<file path="src/rtl/sram_ctrl_pkg.sv">
`timescale 1ns/1ps
package sram_ctrl_pkg;

    typedef enum logic [2:0] {
        ST_IDLE,
        ST_SETUP,
        ST_WR_GAP,
        ST_WR_DRV,
        ST_WR_HOLD,
        ST_RD_ACC,
        ST_DONE
    } ctl_state_e;

    typedef struct packed {
        logic cs_n;
        logic we_n;
        logic oe_n;
        logic drive;
    } pin_ctl_t;

    localparam pin_ctl_t PINS_OFF = '{cs_n: 1'b1, we_n: 1'b1, oe_n: 1'b1, drive: 1'b0};

    // Whole cycles covering a nanosecond interval, never fewer than one.
    function automatic int ns2cyc(input int ns, input int clk_ns);
        int c;
        c = (ns + clk_ns - 1) / clk_ns;
        return (c < 1) ? 1 : c;
    endfunction

    function automatic int max2(input int a, input int b);
        return (a > b) ? a : b;
    endfunction

    function automatic pin_ctl_t state_pins(input ctl_state_e s);
        pin_ctl_t p;
        p = PINS_OFF;
        case (s)
            ST_SETUP:   p.cs_n = 1'b0;
            ST_WR_GAP:  begin p.cs_n = 1'b0; p.we_n = 1'b0; end
            ST_WR_DRV:  begin p.cs_n = 1'b0; p.we_n = 1'b0; p.drive = 1'b1; end
            ST_WR_HOLD: begin p.cs_n = 1'b0; p.drive = 1'b1; end
            ST_RD_ACC:  begin p.cs_n = 1'b0; p.oe_n = 1'b0; end
            default:    p = PINS_OFF;
        endcase
        return p;
    endfunction

endpackage

</file>
<file path="src/rtl/sram_ctrl_timer.sv">
`timescale 1ns/1ps
module sram_ctrl_timer #(
    parameter int CNT_W = 3
) (
    input  logic             clk,
    input  logic             rst,
    input  logic             load,
    input  logic [CNT_W-1:0] load_val,
    output logic             zero
);
    logic [CNT_W-1:0] cnt_q;

    always_ff @(posedge clk) begin
        if (rst)
            cnt_q <= '0;
        else if (load)
            cnt_q <= load_val;
        else if (cnt_q != '0)
            cnt_q <= cnt_q - 1'b1;
    end

    assign zero = (cnt_q == '0);
endmodule

</file>
<file path="src/rtl/sram_ctrl_seq.sv">
`timescale 1ns/1ps
module sram_ctrl_seq
    import sram_ctrl_pkg::*;
#(
    parameter int SU_C   = 1,
    parameter int REL_C  = 2,
    parameter int DRV_C  = 3,
    parameter int HOLD_C = 1,
    parameter int ACC_C  = 5
) (
    input  logic       clk,
    input  logic       rst,
    input  logic       req,
    input  logic       wr,
    output ctl_state_e state_q_o,
    output ctl_state_e state_d_o,
    output logic       accept_o,
    output logic       capture_o
);
    localparam int MAX_D = max2(max2(SU_C, REL_C), max2(max2(DRV_C, HOLD_C), ACC_C));
    localparam int CNT_W = (MAX_D > 2) ? $clog2(MAX_D) : 1;

    ctl_state_e state_q, state_d;
    logic       wr_q;
    logic       tmr_zero;
    logic       tmr_load;
    logic [CNT_W-1:0] tmr_val;

    function automatic logic [CNT_W-1:0] dur_m1(input ctl_state_e s);
        int d;
        case (s)
            ST_SETUP:   d = SU_C;
            ST_WR_GAP:  d = REL_C;
            ST_WR_DRV:  d = DRV_C;
            ST_WR_HOLD: d = HOLD_C;
            ST_RD_ACC:  d = ACC_C;
            default:    d = 1;
        endcase
        return CNT_W'(d - 1);
    endfunction

    assign accept_o  = (state_q == ST_IDLE) && req;
    assign capture_o = (state_q == ST_RD_ACC) && tmr_zero;

    always_comb begin
        state_d = state_q;
        case (state_q)
            ST_IDLE:    if (req)      state_d = ST_SETUP;
            ST_SETUP:   if (tmr_zero) state_d = wr_q ? ST_WR_GAP : ST_RD_ACC;
            ST_WR_GAP:  if (tmr_zero) state_d = ST_WR_DRV;
            ST_WR_DRV:  if (tmr_zero) state_d = ST_WR_HOLD;
            ST_WR_HOLD: if (tmr_zero) state_d = ST_DONE;
            ST_RD_ACC:  if (tmr_zero) state_d = ST_DONE;
            ST_DONE:                  state_d = ST_IDLE;
            default:                  state_d = ST_IDLE;
        endcase
    end

    assign tmr_load = (state_d != state_q);
    assign tmr_val  = dur_m1(state_d);

    always_ff @(posedge clk) begin
        if (rst) begin
            state_q <= ST_IDLE;
            wr_q    <= 1'b0;
        end else begin
            state_q <= state_d;
            if (accept_o)
                wr_q <= wr;
        end
    end

    sram_ctrl_timer #(.CNT_W(CNT_W)) timer_i (
        .clk      (clk),
        .rst      (rst),
        .load     (tmr_load),
        .load_val (tmr_val),
        .zero     (tmr_zero)
    );

    assign state_q_o = state_q;
    assign state_d_o = state_d;

    AST_ACCEPT_STARTS: assert property (@(posedge clk) disable iff (rst)
        accept_o |=> (state_q == ST_SETUP));
    AST_BUSY_NO_SETUP: assert property (@(posedge clk) disable iff (rst)
        (state_q != ST_IDLE && state_q != ST_SETUP) |=> (state_q != ST_SETUP));
endmodule

</file>
<file path="src/rtl/sram_ctrl_dpath.sv">
`timescale 1ns/1ps
module sram_ctrl_dpath #(
    parameter int AW = 15,
    parameter int DW = 8
) (
    input  logic          clk,
    input  logic          rst,
    input  logic          accept,
    input  logic          capture,
    input  logic [AW-1:0] host_addr,
    input  logic [DW-1:0] host_wdata,
    input  logic [DW-1:0] mem_din,
    output logic [AW-1:0] addr_o,
    output logic [DW-1:0] wdata_o,
    output logic [DW-1:0] rdata_o
);
    always_ff @(posedge clk) begin
        if (rst) begin
            addr_o  <= '0;
            wdata_o <= '0;
            rdata_o <= '0;
        end else begin
            if (accept) begin
                addr_o  <= host_addr;
                wdata_o <= host_wdata;
            end
            if (capture)
                rdata_o <= mem_din;
        end
    end
endmodule

</file>
<file path="src/rtl/sram_async_ctrl.sv">
`timescale 1ns/1ps
module sram_async_ctrl
    import sram_ctrl_pkg::*;
#(
    parameter int ADDR_W    = 15,
    parameter int DATA_W    = 8,
    parameter int CLK_NS    = 10,
    parameter int T_AS_NS   = 0,
    parameter int T_WDIS_NS = 20,
    parameter int T_DS_NS   = 25,
    parameter int T_DH_NS   = 0,
    parameter int T_WP_NS   = 40,
    parameter int T_WC_NS   = 55,
    parameter int T_AA_NS   = 55,
    parameter int T_OE_NS   = 30
) (
    input  logic              clk,
    input  logic              rst,
    input  logic              host_req,
    input  logic              host_wr,
    input  logic [ADDR_W-1:0] host_addr,
    input  logic [DATA_W-1:0] host_wdata,
    output logic              host_ready,
    output logic              host_done,
    output logic [DATA_W-1:0] host_rdata,
    output logic [ADDR_W-1:0] mem_addr,
    output logic              mem_cs_n,
    output logic              mem_we_n,
    output logic              mem_oe_n,
    output logic [DATA_W-1:0] mem_dout,
    input  logic [DATA_W-1:0] mem_din,
    output logic              mem_dq_oe
);
    localparam int SU_C   = ns2cyc(T_AS_NS, CLK_NS);
    localparam int REL_C  = ns2cyc(T_WDIS_NS, CLK_NS);
    localparam int DRV_C  = max2(ns2cyc(T_DS_NS, CLK_NS), ns2cyc(T_WP_NS, CLK_NS) - REL_C);
    localparam int HOLD_C = max2(ns2cyc(T_DH_NS, CLK_NS),
                                 ns2cyc(T_WC_NS, CLK_NS) - SU_C - REL_C - DRV_C);
    localparam int ACC_C  = max2(ns2cyc(T_OE_NS, CLK_NS), ns2cyc(T_AA_NS, CLK_NS) - SU_C);

    ctl_state_e state_q, state_d;
    logic       accept, capture;
    pin_ctl_t   pins_q;

    sram_ctrl_seq #(
        .SU_C(SU_C), .REL_C(REL_C), .DRV_C(DRV_C), .HOLD_C(HOLD_C), .ACC_C(ACC_C)
    ) seq_i (
        .clk       (clk),
        .rst       (rst),
        .req       (host_req),
        .wr        (host_wr),
        .state_q_o (state_q),
        .state_d_o (state_d),
        .accept_o  (accept),
        .capture_o (capture)
    );

    sram_ctrl_dpath #(.AW(ADDR_W), .DW(DATA_W)) dpath_i (
        .clk        (clk),
        .rst        (rst),
        .accept     (accept),
        .capture    (capture),
        .host_addr  (host_addr),
        .host_wdata (host_wdata),
        .mem_din    (mem_din),
        .addr_o     (mem_addr),
        .wdata_o    (mem_dout),
        .rdata_o    (host_rdata)
    );

    // Controls come straight from flops so the memory never sees decode glitches.
    always_ff @(posedge clk) begin
        if (rst) pins_q <= PINS_OFF;
        else     pins_q <= state_pins(state_d);
    end

    assign mem_cs_n   = pins_q.cs_n;
    assign mem_we_n   = pins_q.we_n;
    assign mem_oe_n   = pins_q.oe_n;
    assign mem_dq_oe  = pins_q.drive;
    assign host_ready = (state_q == ST_IDLE);
    assign host_done  = (state_q == ST_DONE);

    AST_WE_NEEDS_CS: assert property (@(posedge clk) disable iff (rst)
        !mem_we_n |-> !mem_cs_n);
    AST_WE_AFTER_CS: assert property (@(posedge clk) disable iff (rst)
        $fell(mem_we_n) |-> $past(!mem_cs_n));
    AST_NO_DRIVE_ON_READ: assert property (@(posedge clk) disable iff (rst)
        mem_dq_oe |-> mem_oe_n);
    AST_DRIVE_AFTER_WE: assert property (@(posedge clk) disable iff (rst)
        $rose(mem_dq_oe) |-> (!mem_we_n && $past(!mem_we_n)));
    AST_DATA_HELD: assert property (@(posedge clk) disable iff (rst)
        ($rose(mem_we_n) && !mem_cs_n) |-> mem_dq_oe);
    AST_ADDR_STABLE: assert property (@(posedge clk) disable iff (rst)
        (!mem_cs_n && $past(!mem_cs_n)) |-> $stable(mem_addr));
    AST_OE_WE_EXCL: assert property (@(posedge clk) disable iff (rst)
        !(!mem_oe_n && !mem_we_n));
    AST_DONE_SINGLE: assert property (@(posedge clk) disable iff (rst)
        host_done |=> !host_done);
endmodule

</file>
<file path="config.mk">
export PLATFORM = sky130hd
export DESIGN_NAME = sram_async_ctrl
export DESIGN_NICKNAME = d
export VERILOG_FILES = /design/src/rtl/sram_ctrl_pkg.sv /design/src/rtl/sram_ctrl_timer.sv /design/src/rtl/sram_ctrl_seq.sv /design/src/rtl/sram_ctrl_dpath.sv /design/src/rtl/sram_async_ctrl.sv
export SDC_FILE = /design/constraint.sdc
export NUM_CORES = 1
export LEC_CHECK = 0
export BUFFER_PORTS_ARGS = -buffer_cell sky130_fd_sc_hd__buf_2
export CORE_ASPECT_RATIO = 1.4
export CORE_MARGIN = 10
export CORE_UTILIZATION = 30
export DETAILED_ROUTE_END_ITERATION = 10
export PLACE_DENSITY = 0.61
export SLEW_MARGIN = 20
export SYNTH_ARGS = -nofsm -noshare
export SYNTH_HDL_FRONTEND = slang
export SYNTH_SLANG_ARGS = --single-unit
export TNS_END_PERCENT = 50
</file>
<file path="constraint.sdc">
create_clock -name clk -period 2.3 [get_ports clk]
set_input_delay 0.115 -clock clk [delete_from_list [all_inputs] [get_ports clk]]
set_output_delay 0.115 -clock clk [all_outputs]
set_load 0.01 [all_outputs]
</file>
Word level (Yosys, flattened, before mapping)
Cells that the tools add are included.
- register bits: 42
- input bits: 35
- output and inout port bits: 37
- logic and storage cells: 48
- $add $sub $neg: 2
- equality and inequality tests: 12
- multiplexer cells: 14
- reduce and logical (&&, ||, !) cells: 10
- operator list (operator ; number):
    3-bit two-way mux ; 8
    3-bit == test (second input constant) ; 5
    3-bit one-hot mux with 5 select lines ; 1
    3-bit by 2-bit == test with 1-bit output (second input constant) ; 4
    3-bit one-hot mux with 3 select lines ; 1
    3-bit by 1-bit == test with 1-bit output (second input constant) ; 2
    3-bit zero test ; 2
    2-bit OR reduction ; 3
    3-bit by 1-bit subtractor with 3-bit output (second input constant) ; 2
    5-bit OR reduction ; 1
    1-bit two-way mux ; 4
    3-bit != test ; 1
    3-bit nonzero test ; 1
    1-bit logical AND ; 2
    2-bit nonzero test ; 1

Logic depth before layout (Yosys ltp)
Gate-level depths: netlist (run 1).
- depth in word-level cells: 7
- depth in mapped cells: 8
- mapped depth without buffers: 7

Modules after synthesis
From an unflattened synthesis (run 1), not the netlist that was laid out.
- cells, all modules: 181
- area total of the unflattened synthesis: 1874.3 um^2
- by module, submodules not included (module ; times used ; cells each ; area an instance (um^2) ; seq. area each (um^2)):
    sram_ctrl_dpath ; 1 ; 100 ; 1118.6 ; 620.6
    sram_ctrl_seq ; 1 ; 42 ; 384.1 ; 80.1
    sram_ctrl_timer ; 1 ; 22 ; 206.4 ; 60.1
    sram_async_ctrl ; 1 ; 17 ; 165.2 ; 80.1

Least setup slack after synthesis (run 1)
Ideal clock, no wire load.
- path kind: register to register
- start: reg seq_i.timer_i.cnt_q[0]
- end: reg seq_i.timer_i.cnt_q[2]
- library setup time: 70 ps
- arrival time: 1990 ps
- data required time: 2230 ps
- slack: 240 ps
- stages on the path, launching flop included: 8
- buffers on the path: 0
- period minus slack after synthesis: 2060 ps
- cells stage by stage: dfxtp_1 > or4b_4 > mux2_4 > nor2_1 > mux2i_1 > ha_1 > or3_1 > a21oi_1
- cells in the longest elaborated chain, start to end: 7
- elaborated cells between the ends (all ways): 17
- classes of those cells: 2 x add/sub; 4 x eq/ne; 8 x mux; 3 x reduce/logical
- ends and longest elaborated chain (what ; line ; RTL):
    from (decl) ; sram_ctrl_timer.sv:11 ; logic [CNT_W-1:0] cnt_q;
    from (signal assigned) ; sram_ctrl_timer.sv:17 ; cnt_q <= load_val;
    from (signal assigned) ; sram_ctrl_timer.sv:19 ; cnt_q <= cnt_q - 1'b1;
    3-bit zero test ; sram_ctrl_timer.sv:22 ; assign zero = (cnt_q == '0);
    3-bit two-way mux, on equally long branches ; -- ;
    3-bit one-hot mux with 5 select lines ; sram_ctrl_seq.sv:47 ; case (state_q)
    3-bit == test / 3-bit by 2-bit == test with 1-bit output (equally long branches) ; sram_ctrl_seq.sv:31 ; case (s)
    3-bit one-hot mux with 3 select lines ; sram_ctrl_seq.sv:31 ;
    3-bit by 1-bit subtractor with 3-bit output ; sram_ctrl_seq.sv:39 ; return CNT_W'(d - 1);
    3-bit two-way mux ; sram_ctrl_timer.sv:16 ; else if (load)
Several ways; a longest one is shown, not always the timed one. The select of a mux whose other input is x is not followed.
A chain may end at the register's enable or synchronous reset.

Final worst setup path (run 1)
Same ends and word-level chain as after synthesis.

==> reports/metrics.yaml, run 1 <==
floorplanning:
  ios: 72
  core_area_sq_um: 5485
  start_util_pct: 30.66
  fp.dieH_microns: 108.6
  die_w_microns: 83.28
  rows: 32
  die-area_sq_um: 9042
global_route:
  grt-busiest-layer: "met2"
  grt_max_degree: 39
  met3_usage_pct: 3.988
  antenna_found_initial: 0
  grt.overflow.total: 0
  grtUsageMet2_pct: 17.48
  grtUsageTotal_pct: 9.958
  met1_usage_pct: 10.12
  grt_pass1_vias: 1542
  grt_pass1_wl_microns: 7417
run_status:
  run_status: "complete, no violations"
clock_tree:
  hold_buffers: 0
  numCtsBuffers: 5
  cts_setup_buffers: 0
  cts.clk_slew.worst_paths_ps: 90
  htreeDepth: 2
  cts.path.max_buffers: 2
  cts_tree: "built"
  ctsResizeCount: 0
  clk_latency_ps: 290
  root_buffer: "clkbuf_8"
  clkSinkCount: 42
worst_setup_path:
  worst-setup-path-type: "reg -> reg"
  crit_required_ps: 2530
  cp-start-kind: "flip-flop"
  endpoint_kind: "flip-flop"
  worstPathArrival_ps: 2420
  worst-path-max-fanout: 5
synthesis:
  synth_warnings: 0
  synth.avg_cell_area_sq_um: 8.366
  post-synth-top-count-cell: "nand2_1"
  syn-num-nets: 237
  synth_common_cells: "nand2_1 (52), dfxtp_1 (42), a21oi_1 (29), nor2_1 (13), mux2i_1 (9)"
  yosysSeqAreaShare_pct: 50.00
  synth_area_sq_um: 1682
  synthesis.instances: 201
  synthTopCellsByArea: "dfxtp_1 (50%), nand2_1 (12%), a21oi_1 (8.6%), mux2i_1 (5.4%), nor2_1 (2.9%)"
  synth_edf_count: 0
  synth_ff_type: "dfxtp_1"
  synth.distinct_cells: 32
  ys_seq_elements: 42
  async_flop_share_pct: 0
  synth_top_cell_by_area: "dfxtp_1"
  yosys.area.top_type_share_pct: 50.00
placed_design:
  io_buffers: 71
  place_area_sq_um: 2117
  dp_cells: 334
  gp_congestion: 0.8870
  dp_hpwl_microns: 3462
cells_and_area:
  area_growth_pct: 33.11
  insertedDiodeCount: 0
  fin_nets: 309
  drive_gt1_share_pct: 32.85
  fin_area_sq_um: 2238
  final_cells: 342
drt:
  via_count: 1586
  drt-initial-drc-count: 62
  postRouteAntennaNets: 0
  viasPerCell: 4.637
  drt_pass1_iterations: 4
  drt_wl_total_microns: 4701
  drc_errors: 0
  wire_per_inst_microns: 13.75
min_path:
  worstHoldPathType: "in -> reg"
sta:
  tightest_slew_ps: 715.0
  slew_headroom_pct: 52.33
  min_period_over_period_pct: 95.08
  clock.fmax_mhz: 457.3
  finalSetupViolations: 0
  finClkSkew_ps: 5.580
  fin_tns_setup_ps: 0
  rsz0062_at_grt: "false"
  finalCriticalPeriod_ps: 2187
  final_max_slew_viol_count: 0
  hold_violations: 0
run:
  maxCapViolations: 0
power:
  p_leak_nw: 1.053
  power.density_nw_per_um2: 1222
  ir_drop_mv: 0.4591
[kinds of logic after synthesis]
logic type      after synthesis  share of synthesized area [%]
simple gates                 89                          23.88
compound gates               42                          14.06
buf+inv                      17                          5.059
mux                          10                          6.250
flops                        42                          50.00
fa+ha+maj                     1                         0.7439
[layer usage]
layer / wire [microns] / up-vias
met5: 0 / -
met4: 80 / 0
met3: 394 / 6
met2: 2427 / 47
met1: 1799 / 716
li1: - / 817
[metrics by stage]
| stage | util, % | total power, mW | hold WS [ps] | setup slack, ps |
|---|---|---|---|---|
| after CTS | 40.67 | 2.768 | 34.54 | 97.29 |
| after global routing | 40.81 | 2.938 | 46.46 | 16.09 |
| after detailed placement | 38.59 | 2.148 | 353.3 | 148.8 |
| after global placement | 38.59 | 2.133 | 346.7 | 169.1 |
| final | 40.81 | 2.734 | 46.53 | 113.1 |
| after floorplan | - | 1.738 | 196.2 | 240.1 |
[power by group]
part	switching, mW	internal [mW]
clock network	0.269	0.323
logic	0.649	0.496
registers	0.107	0.890
total	1.03	1.71
[critical path, stage by stage (launching register included)]
cell,delay (ps)
dfxtp_2,350
or4b_4,570
mux2_4,320
nor2_1,90
mux2i_1,90
ha_1,200
or3_1,360
a21oi_1,130
[worst paths after layout]
| check | cells past startpoint | endpoint | slack, ps | startpoint |
|---|---|---|---|---|
| worst max-delay path | 7 | seq_i.timer_i.cnt_q[2] | 110 | seq_i.timer_i.cnt_q[0] |
| worst min-delay path | 3 | dpath_i.rdata_o[4] | 50 | mem_din[4] |
| worst max register to register | 7 | seq_i.timer_i.cnt_q[2] | 110 | seq_i.timer_i.cnt_q[0] |
| worst min register to register | 2 | dpath_i.addr_o[12] | 450 | dpath_i.addr_o[12] |
[final cells by class]
| class | instances | area [sq um] |
|---|---|---|
| clock inverters | 3 | 45.04 |
| well taps | 68 | 85.08 |
| inverters | 4 | 15.01 |
| repair buffers | 78 | 420.4 |
| multi-input cells | 142 | 762.0 |
| flip-flops and latches | 42 | 842.1 |
| fillers | 588 | 3247 |
| clock buffers | 5 | 68.82 |
[cells in the final DEF (no fill, tap or decap), types with 2 or more instances in the layout]
| master | count |
|---|---|
| a211oi_1 | 2 |
| a21oi_1 | 29 |
| a31oi_1 | 2 |
| buf_2 | 71 |
| buf_4 | 6 |
| clkbuf_8 | 5 |
| clkinvlp_4 | 2 |
| dfxtp_1 | 41 |
| inv_1 | 4 |
| mux2i_1 | 9 |
| nand2_1 | 52 |
| nand2b_1 | 4 |
| nand4_1 | 2 |
| nor2_1 | 13 |
| nor2b_1 | 3 |
| nor3_1 | 5 |
| nor3b_1 | 2 |
| o21ai_0 | 3 |
| or3_1 | 3 |
[registers in the layout, indices dropped and copies added (netlist names)]
signal               flops
mem_oe_n                 1
mem_cs_n                 1
dpath_i.addr_o          15
mem_we_n                 1
dpath_i.wdata_o          8
seq_i.wr_q               1
seq_i.state_q_o          3
mem_dq_oe                1
seq_i.timer_i.cnt_q      3
dpath_i.rdata_o          8
Power figures use the tool's default switching activity.
==> inputs of run 2 (changes only) <==
- CORE_MARGIN: 10 -> 3
- GPL_ROUTABILITY_DRIVEN: unset -> 0
- PLACE_DENSITY: 0.61 -> unset
==> run 2 against run 1 <==
  * Sequential cell count did not move
  * Clock skew up 2.3 ps
  * Clock power down 18%
  * Sequential share of layout area up 0.85 points
  * Non-clock buffer count decreased by 1
  * Combinational power is 6% lower
  * Fmax up 1.5%
  * Worst hold slack improved by 7.2 ps
  * Largest power group unchanged
==> reports/metrics.yaml, run 2 (same netlist as run 1, synthesis figures left out) <==
run:
  maxCapViolations: 0
placed_design:
  io_buffers: 71
  dp_hpwl_microns: 2866
  pre_cts_ws_ps: 155.7
global_route:
  grt_max_degree: 39
  grt_pass1_vias: 1483
  grt_pass1_wl_microns: 6630
  grtUsageTotal_pct: 12.51
  grt.overflow.total: 0
  antenna_found_initial: 0
floorplanning:
  die-area_sq_um: 6552
  core_area_sq_um: 5314
  die_w_microns: 69.28
  ios: 72
  fp.dieH_microns: 94.59
  start_util_pct: 31.65
  rows: 31
sta:
  layout_setup_ws_ps: 145.6
  final_max_slew_viol_count: 0
  slew_headroom_pct: 53.32
  fin_tns_setup_ps: 0
  tightest_slew_ps: 700.1
  min_period_over_period_pct: 93.67
  clock.fmax_mhz: 464.2
  rsz0062_at_grt: "false"
  finalSetupViolations: 0
  finalCriticalPeriod_ps: 2154
  finClkSkew_ps: 7.831
  hold_violations: 0
worst_setup_path:
  worstPathArrival_ps: 2380
  crit_required_ps: 2530
  worst-setup-path-type: "reg -> reg"
  worst-path-max-fanout: 5
  endpoint_kind: "flip-flop"
  cp-start-kind: "flip-flop"
cells_and_area:
  area_growth_pct: 29.99
  final-seq-area_sq_um: 840.8
  largestRegisters: "dpath_i.addr_o: 15 flops, dpath_i.rdata_o: 8 flops, dpath_i.wdata_o: 8 flops"
  fillers: 541
  fin_util_pct: 41.13
  top_register: "dpath_i.addr_o"
  drive_gt1_share_pct: 31.87
  final_cell_mix: "buf_2 (71), nand2_1 (52), dfxtp_1 (42), a21oi_1 (29), nor2_1 (13)"
  final_common_cell: "buf_2"
  insertedDiodeCount: 0
  multi_input_area_sq_um: 755.7
  largest_reg_flops: 15
  fin_nets: 308
drt:
  drc_errors: 0
  drt-initial-drc-count: 109
  viasPerCell: 4.637
  wire_per_inst_microns: 11.84
  drt_pass1_iterations: 4
  via_count: 1572
  postRouteAntennaNets: 0
  drt_wl_total_microns: 4014
power:
  ir_drop_mv: 0.5153
  seqPwrFrac_pct: 38.3
  power.density_nw_per_um2: 1164
  intPower_mw: 1.578
  switching_share_pct: 37.98
  p_comb_share_pct: 42.6
  p_clk_share_pct: 19.1
  power.switching_mw: 0.9664
  p_leak_nw: 1.040
clock_tree:
  cts.clk_slew.worst_paths_ps: 80
  ctsResizeCount: 0
  htreeDepth: 2
  cts.path.max_buffers: 2
  hold_buffers: 0
  cts_tree: "built"
  numCtsBuffers: 5
  clkSinkCount: 42
  root_buffer: "clkbuf_8"
  cts_setup_buffers: 0
  clk_latency_ps: 290
run_status:
  run_status: "complete, no violations"
min_path:
  worstHoldPathType: "in -> reg"
[run 2: cell types whose count changed in the layout (fill, tap and decap cells not counted), sizes merged]
cell / delta
bufinv: -1
clkinvlp: -2
clkinv: +1
buf: -1
clkbuf: +2
[run 2: per-layer routing]
layer  vias to the layer above  wire length [microns]  global-route usage (%)
li1                        816                      -                       -
met4                         0                     83                   6.515
met2                        65                   1983                   22.13
met3                         6                    283                   3.088
met1                       685                   1663                   13.81
met5                         -                      0                       0
[run 2: final timing paths]
kind,slack (ps),startpoint,cells after the start,endpoint
worst max register to register,150,seq_i.timer_i.cnt_q[0],7,seq_i.timer_i.cnt_q[2]
worst max-delay path,150,seq_i.timer_i.cnt_q[0],7,seq_i.timer_i.cnt_q[2]
worst min-delay path,50,mem_din[1],3,dpath_i.rdata_o[1]
worst min register to register,450,dpath_i.addr_o[0],2,dpath_i.addr_o[0]
[run 2: final cells by class]
type / count / share of cell area, %
inverters: 4 / 0.6869
clock buffers: 7 / 3.950
well taps: 66 / 3.778
repair buffers: 77 / 18.32
flip-flops and latches: 42 / 38.47
clock inverters: 1 / 0.2290
multi-input cells: 142 / 34.57
[run 2: worst max-delay path, cell delays in order, from the launching register on]
cell	delay [ps]
dfxtp_1	340
or4b_4	580
mux2_4	320
nor2_1	90
mux2i_1	80
ha_1	190
or3_1	370
a21oi_1	140
[run 2: power by group through the flow]
stage	sequential, mW	combinational [mW]	clock [mW]
2_1_floorplan	1.05	0.692	0
3_5_place_dp	0.991	1.09	0
3_3_place_gp	0.989	1.08	0
4_1_cts	0.977	1.09	0.516
6_report	0.974	1.08	0.486
5_1_grt	0.996	1.22	0.535
[run 2: per-stage QoR]
stage | std cells | hold WS [ps] | cell area [sq um] | power, mW
2_1_floorplan | 201 | 196.2 | 1682 | 1.738
3_3_place_gp | 331 | 347.0 | 2095 | 2.073
3_5_place_dp | 331 | 354.2 | 2095 | 2.079
4_1_cts | 339 | 41.90 | 2186 | 2.583
5_1_grt | 339 | 47.31 | 2186 | 2.749
6_report | 339 | 53.68 | 2186 | 2.544
==> inputs of run 3 (changes only) <==
- ABC_AREA: unset -> 1
==> run 3 against run 2 <==
  * Final cell count up 8.0%
  * Global-route usage up 1.1 points
  * Total power up 24%
  * Critical path type unchanged
  * Worst setup slack better by 200 ps
  * Synthesized cell count up 12%
  * Clock skew down 0.67 ps
  * Final area up 4.5%
  * Sequential power up 8%
  * Worst hold slack worse by 7.3 ps
  * Die area up 3.8%
  * Via count up 10%
  * Wire length up 14%
==> reports/metrics.yaml, run 3 <==
synthesis:
  synthSimpleGateAreaFrac_pct: 31.79
  synth_xor_area_share_pct: 0
  synth_ff_type: "dfxtp_1"
  synth_compound_area_share_pct: 13.93
  synth_common_cells: "dfxtp_1 (42), nand2_1 (38), nand3_1 (28), a21oi_1 (26), nor2_1 (26)"
  muxShareOfSynthArea_pct: 0
  post-synth-top-count-cell: "dfxtp_1"
  synth_top_cell_by_area: "dfxtp_1"
  synth_area_sq_um: 1752
  synthTopCellsByArea: "dfxtp_1 (48%), nand2_1 (8.1%), nand3_1 (8.0%), a21oi_1 (7.4%), nor2_1 (5.6%)"
  yosysSeqAreaShare_pct: 48.00
  synth_top_family_by_area: "simple AND/OR/NAND/NOR gates"
  synth.distinct_cells: 28
  async_flop_share_pct: 0
  synth.avg_cell_area_sq_um: 7.785
  synth_warnings: 0
  synth_fa_ha_area_share_pct: 0.7143
  syn-num-nets: 261
  synth_edf_count: 0
  yosys.area.top_type_share_pct: 48.00
  ys_seq_elements: 42
  synthesis.instances: 225
worst_setup_path:
  rrSetupSlack_ps: 350
  endpoint_kind: "flip-flop"
  cp-start-kind: "flip-flop"
  r2r_cells: 14
  worst-path-max-fanout: 4
  crit_chain: "inv_1 > nand2_1 > nor2_1 > nor2_1 > a21oi_2 > nor2_1 > nor2_1 > nand2_1 > o21ai_1 > inv_1 > ha_1 > inv_1 > nand3_1 > a21oi_1"
  worstPathArrival_ps: 2180
  slowest_delay_ps: 340
  worst-setup-path-type: "reg -> reg"
  crit_slowest_cell: "dfxtp_1"
  path_common_cell: "nor2_1"
  crit_required_ps: 2520
floorplanning:
  die-area_sq_um: 6805
  die_w_microns: 70.58
  ios: 72
  start_util_pct: 31.47
  fp.dieH_microns: 96.41
  core_area_sq_um: 5565
  rows: 32
sta:
  finalCriticalPeriod_ps: 1952
  finClkSkew_ps: 7.160
  slew_headroom_pct: 76.72
  min_period_over_period_pct: 84.89
  layout_setup_ws_ps: 347.6
  final_max_slew_viol_count: 0
  finalSetupViolations: 0
  hold_violations: 0
  fin_tns_setup_ps: 0
  hold_ws_ps: 46.40
  tightest_slew_ps: 348.9
  rsz0062_at_grt: "false"
  clock.fmax_mhz: 512.2
global_route:
  met3_usage_pct: 3.002
  met1_usage_pct: 15.27
  antenna_found_initial: 0
  grt_pass1_vias: 1580
  grt.overflow.total: 0
  grtUsageMet2_pct: 24.45
  grt-busiest-layer: "met2"
  grtUsageTotal_pct: 13.56
  grt_max_degree: 25
  grt_pass1_wl_microns: 7383
drt:
  wire_per_inst_microns: 12.55
  via_count: 1730
  viasPerCell: 4.727
  drc_errors: 0
  drt_pass1_iterations: 4
  drt_wl_total_microns: 4593
  postRouteAntennaNets: 0
  drt-initial-drc-count: 56
run:
  maxCapViolations: 0
cells_and_area:
  area_growth_pct: 30.36
  insertedDiodeCount: 0
  multi_input_area_sq_um: 813.3
  top_register: "dpath_i.addr_o"
  drive_gt1_share_pct: 36.58
  largest_reg_flops: 15
  largestRegisters: "dpath_i.addr_o: 15 flops, dpath_i.rdata_o: 8 flops, dpath_i.wdata_o: 8 flops"
  final_cells: 366
  fillers: 577
  final_common_cell: "buf_2"
  final_cell_mix: "buf_2 (71), dfxtp_1 (42), nand2_1 (38), nand3_1 (28)"
  fin_nets: 333
  final-seq-area_sq_um: 840.8
power:
  ir_drop_mv: 0.5818
  p_leak_nw: 1.104
  power.density_nw_per_um2: 1385
clock_tree:
  htreeDepth: 2
  numCtsBuffers: 5
  cts_tree: "built"
  clk_latency_ps: 290
  cts_setup_buffers: 0
  hold_buffers: 0
  cts.clk_slew.worst_paths_ps: 80
  ctsResizeCount: 0
  clkSinkCount: 42
  root_buffer: "clkbuf_8"
  cts.path.max_buffers: 2
min_path:
  worstHoldPathType: "in -> reg"
  min_delay_path_depth: 3
placed_design:
  pre_cts_ws_ps: 384.0
  dp_hpwl_microns: 3441
  dp_cells: 358
  io_buffers: 71
run_status:
  run_status: "complete, no violations"
==> run 3: routing by layer <==
layer  routed length, microns  part of all wire (%)
met1                     1907                    42
met2                     2369                    52
met3                      212                   4.6
met4                      104                   2.3
met5                        0                     0
==> run 3: report_power, final <==
part	total (mW)	leakage (nW)	switching, mW	internal [mW]
Clock	0.493	0.0472	0.251	0.241
Sequential	1.05	0.344	0.123	0.923
Combinational	1.62	0.713	1.03	0.592
==> run 3: cells by family after synthesis <==
| family | count (synthesis) |
|---|---|
| buf+inv | 26 |
| fa+ha+maj | 1 |
| compound gates | 44 |
| simple gates | 112 |
| flops | 42 |
==> run 3: through the flow <==
step | util (%) | power, mW | instance area [sq um]
3_3_place_gp | 39.32 | 2.685 | 2188
5_1_grt | 41.03 | 3.452 | 2283
2_1_floorplan | - | 2.226 | 1752
6_report | 41.03 | 3.162 | 2283
3_5_place_dp | 39.32 | 2.693 | 2188
4_1_cts | 41.03 | 3.196 | 2283
==> run 3: area by class of cell <==
cell class | count | area share, %
sequential | 42 | 36.82
clock inverter | 2 | 0.5479
tap | 68 | 3.726
clock buffer | 6 | 3.616
inverter | 15 | 2.466
multi-input combinational | 157 | 35.62
timing repair buffer | 76 | 17.21
==> run 3: path summary, 6_finish.rpt <==
path / start / endpoint
max reg2reg: seq_i.timer_i.cnt_q[0] / seq_i.timer_i.cnt_q[2]
min: mem_din[4] / dpath_i.rdata_o[4]
min reg2reg: dpath_i.addr_o[8] / dpath_i.addr_o[8]
max: seq_i.timer_i.cnt_q[0] / seq_i.timer_i.cnt_q[2]
==> run 3: critical path: cells and delay by family (launching register included) <==
kind	cells	cell delay, ps
compound gates	3	420
fa+ha+maj	1	180
buf+inv	3	170
flops	1	340
simple gates	7	790
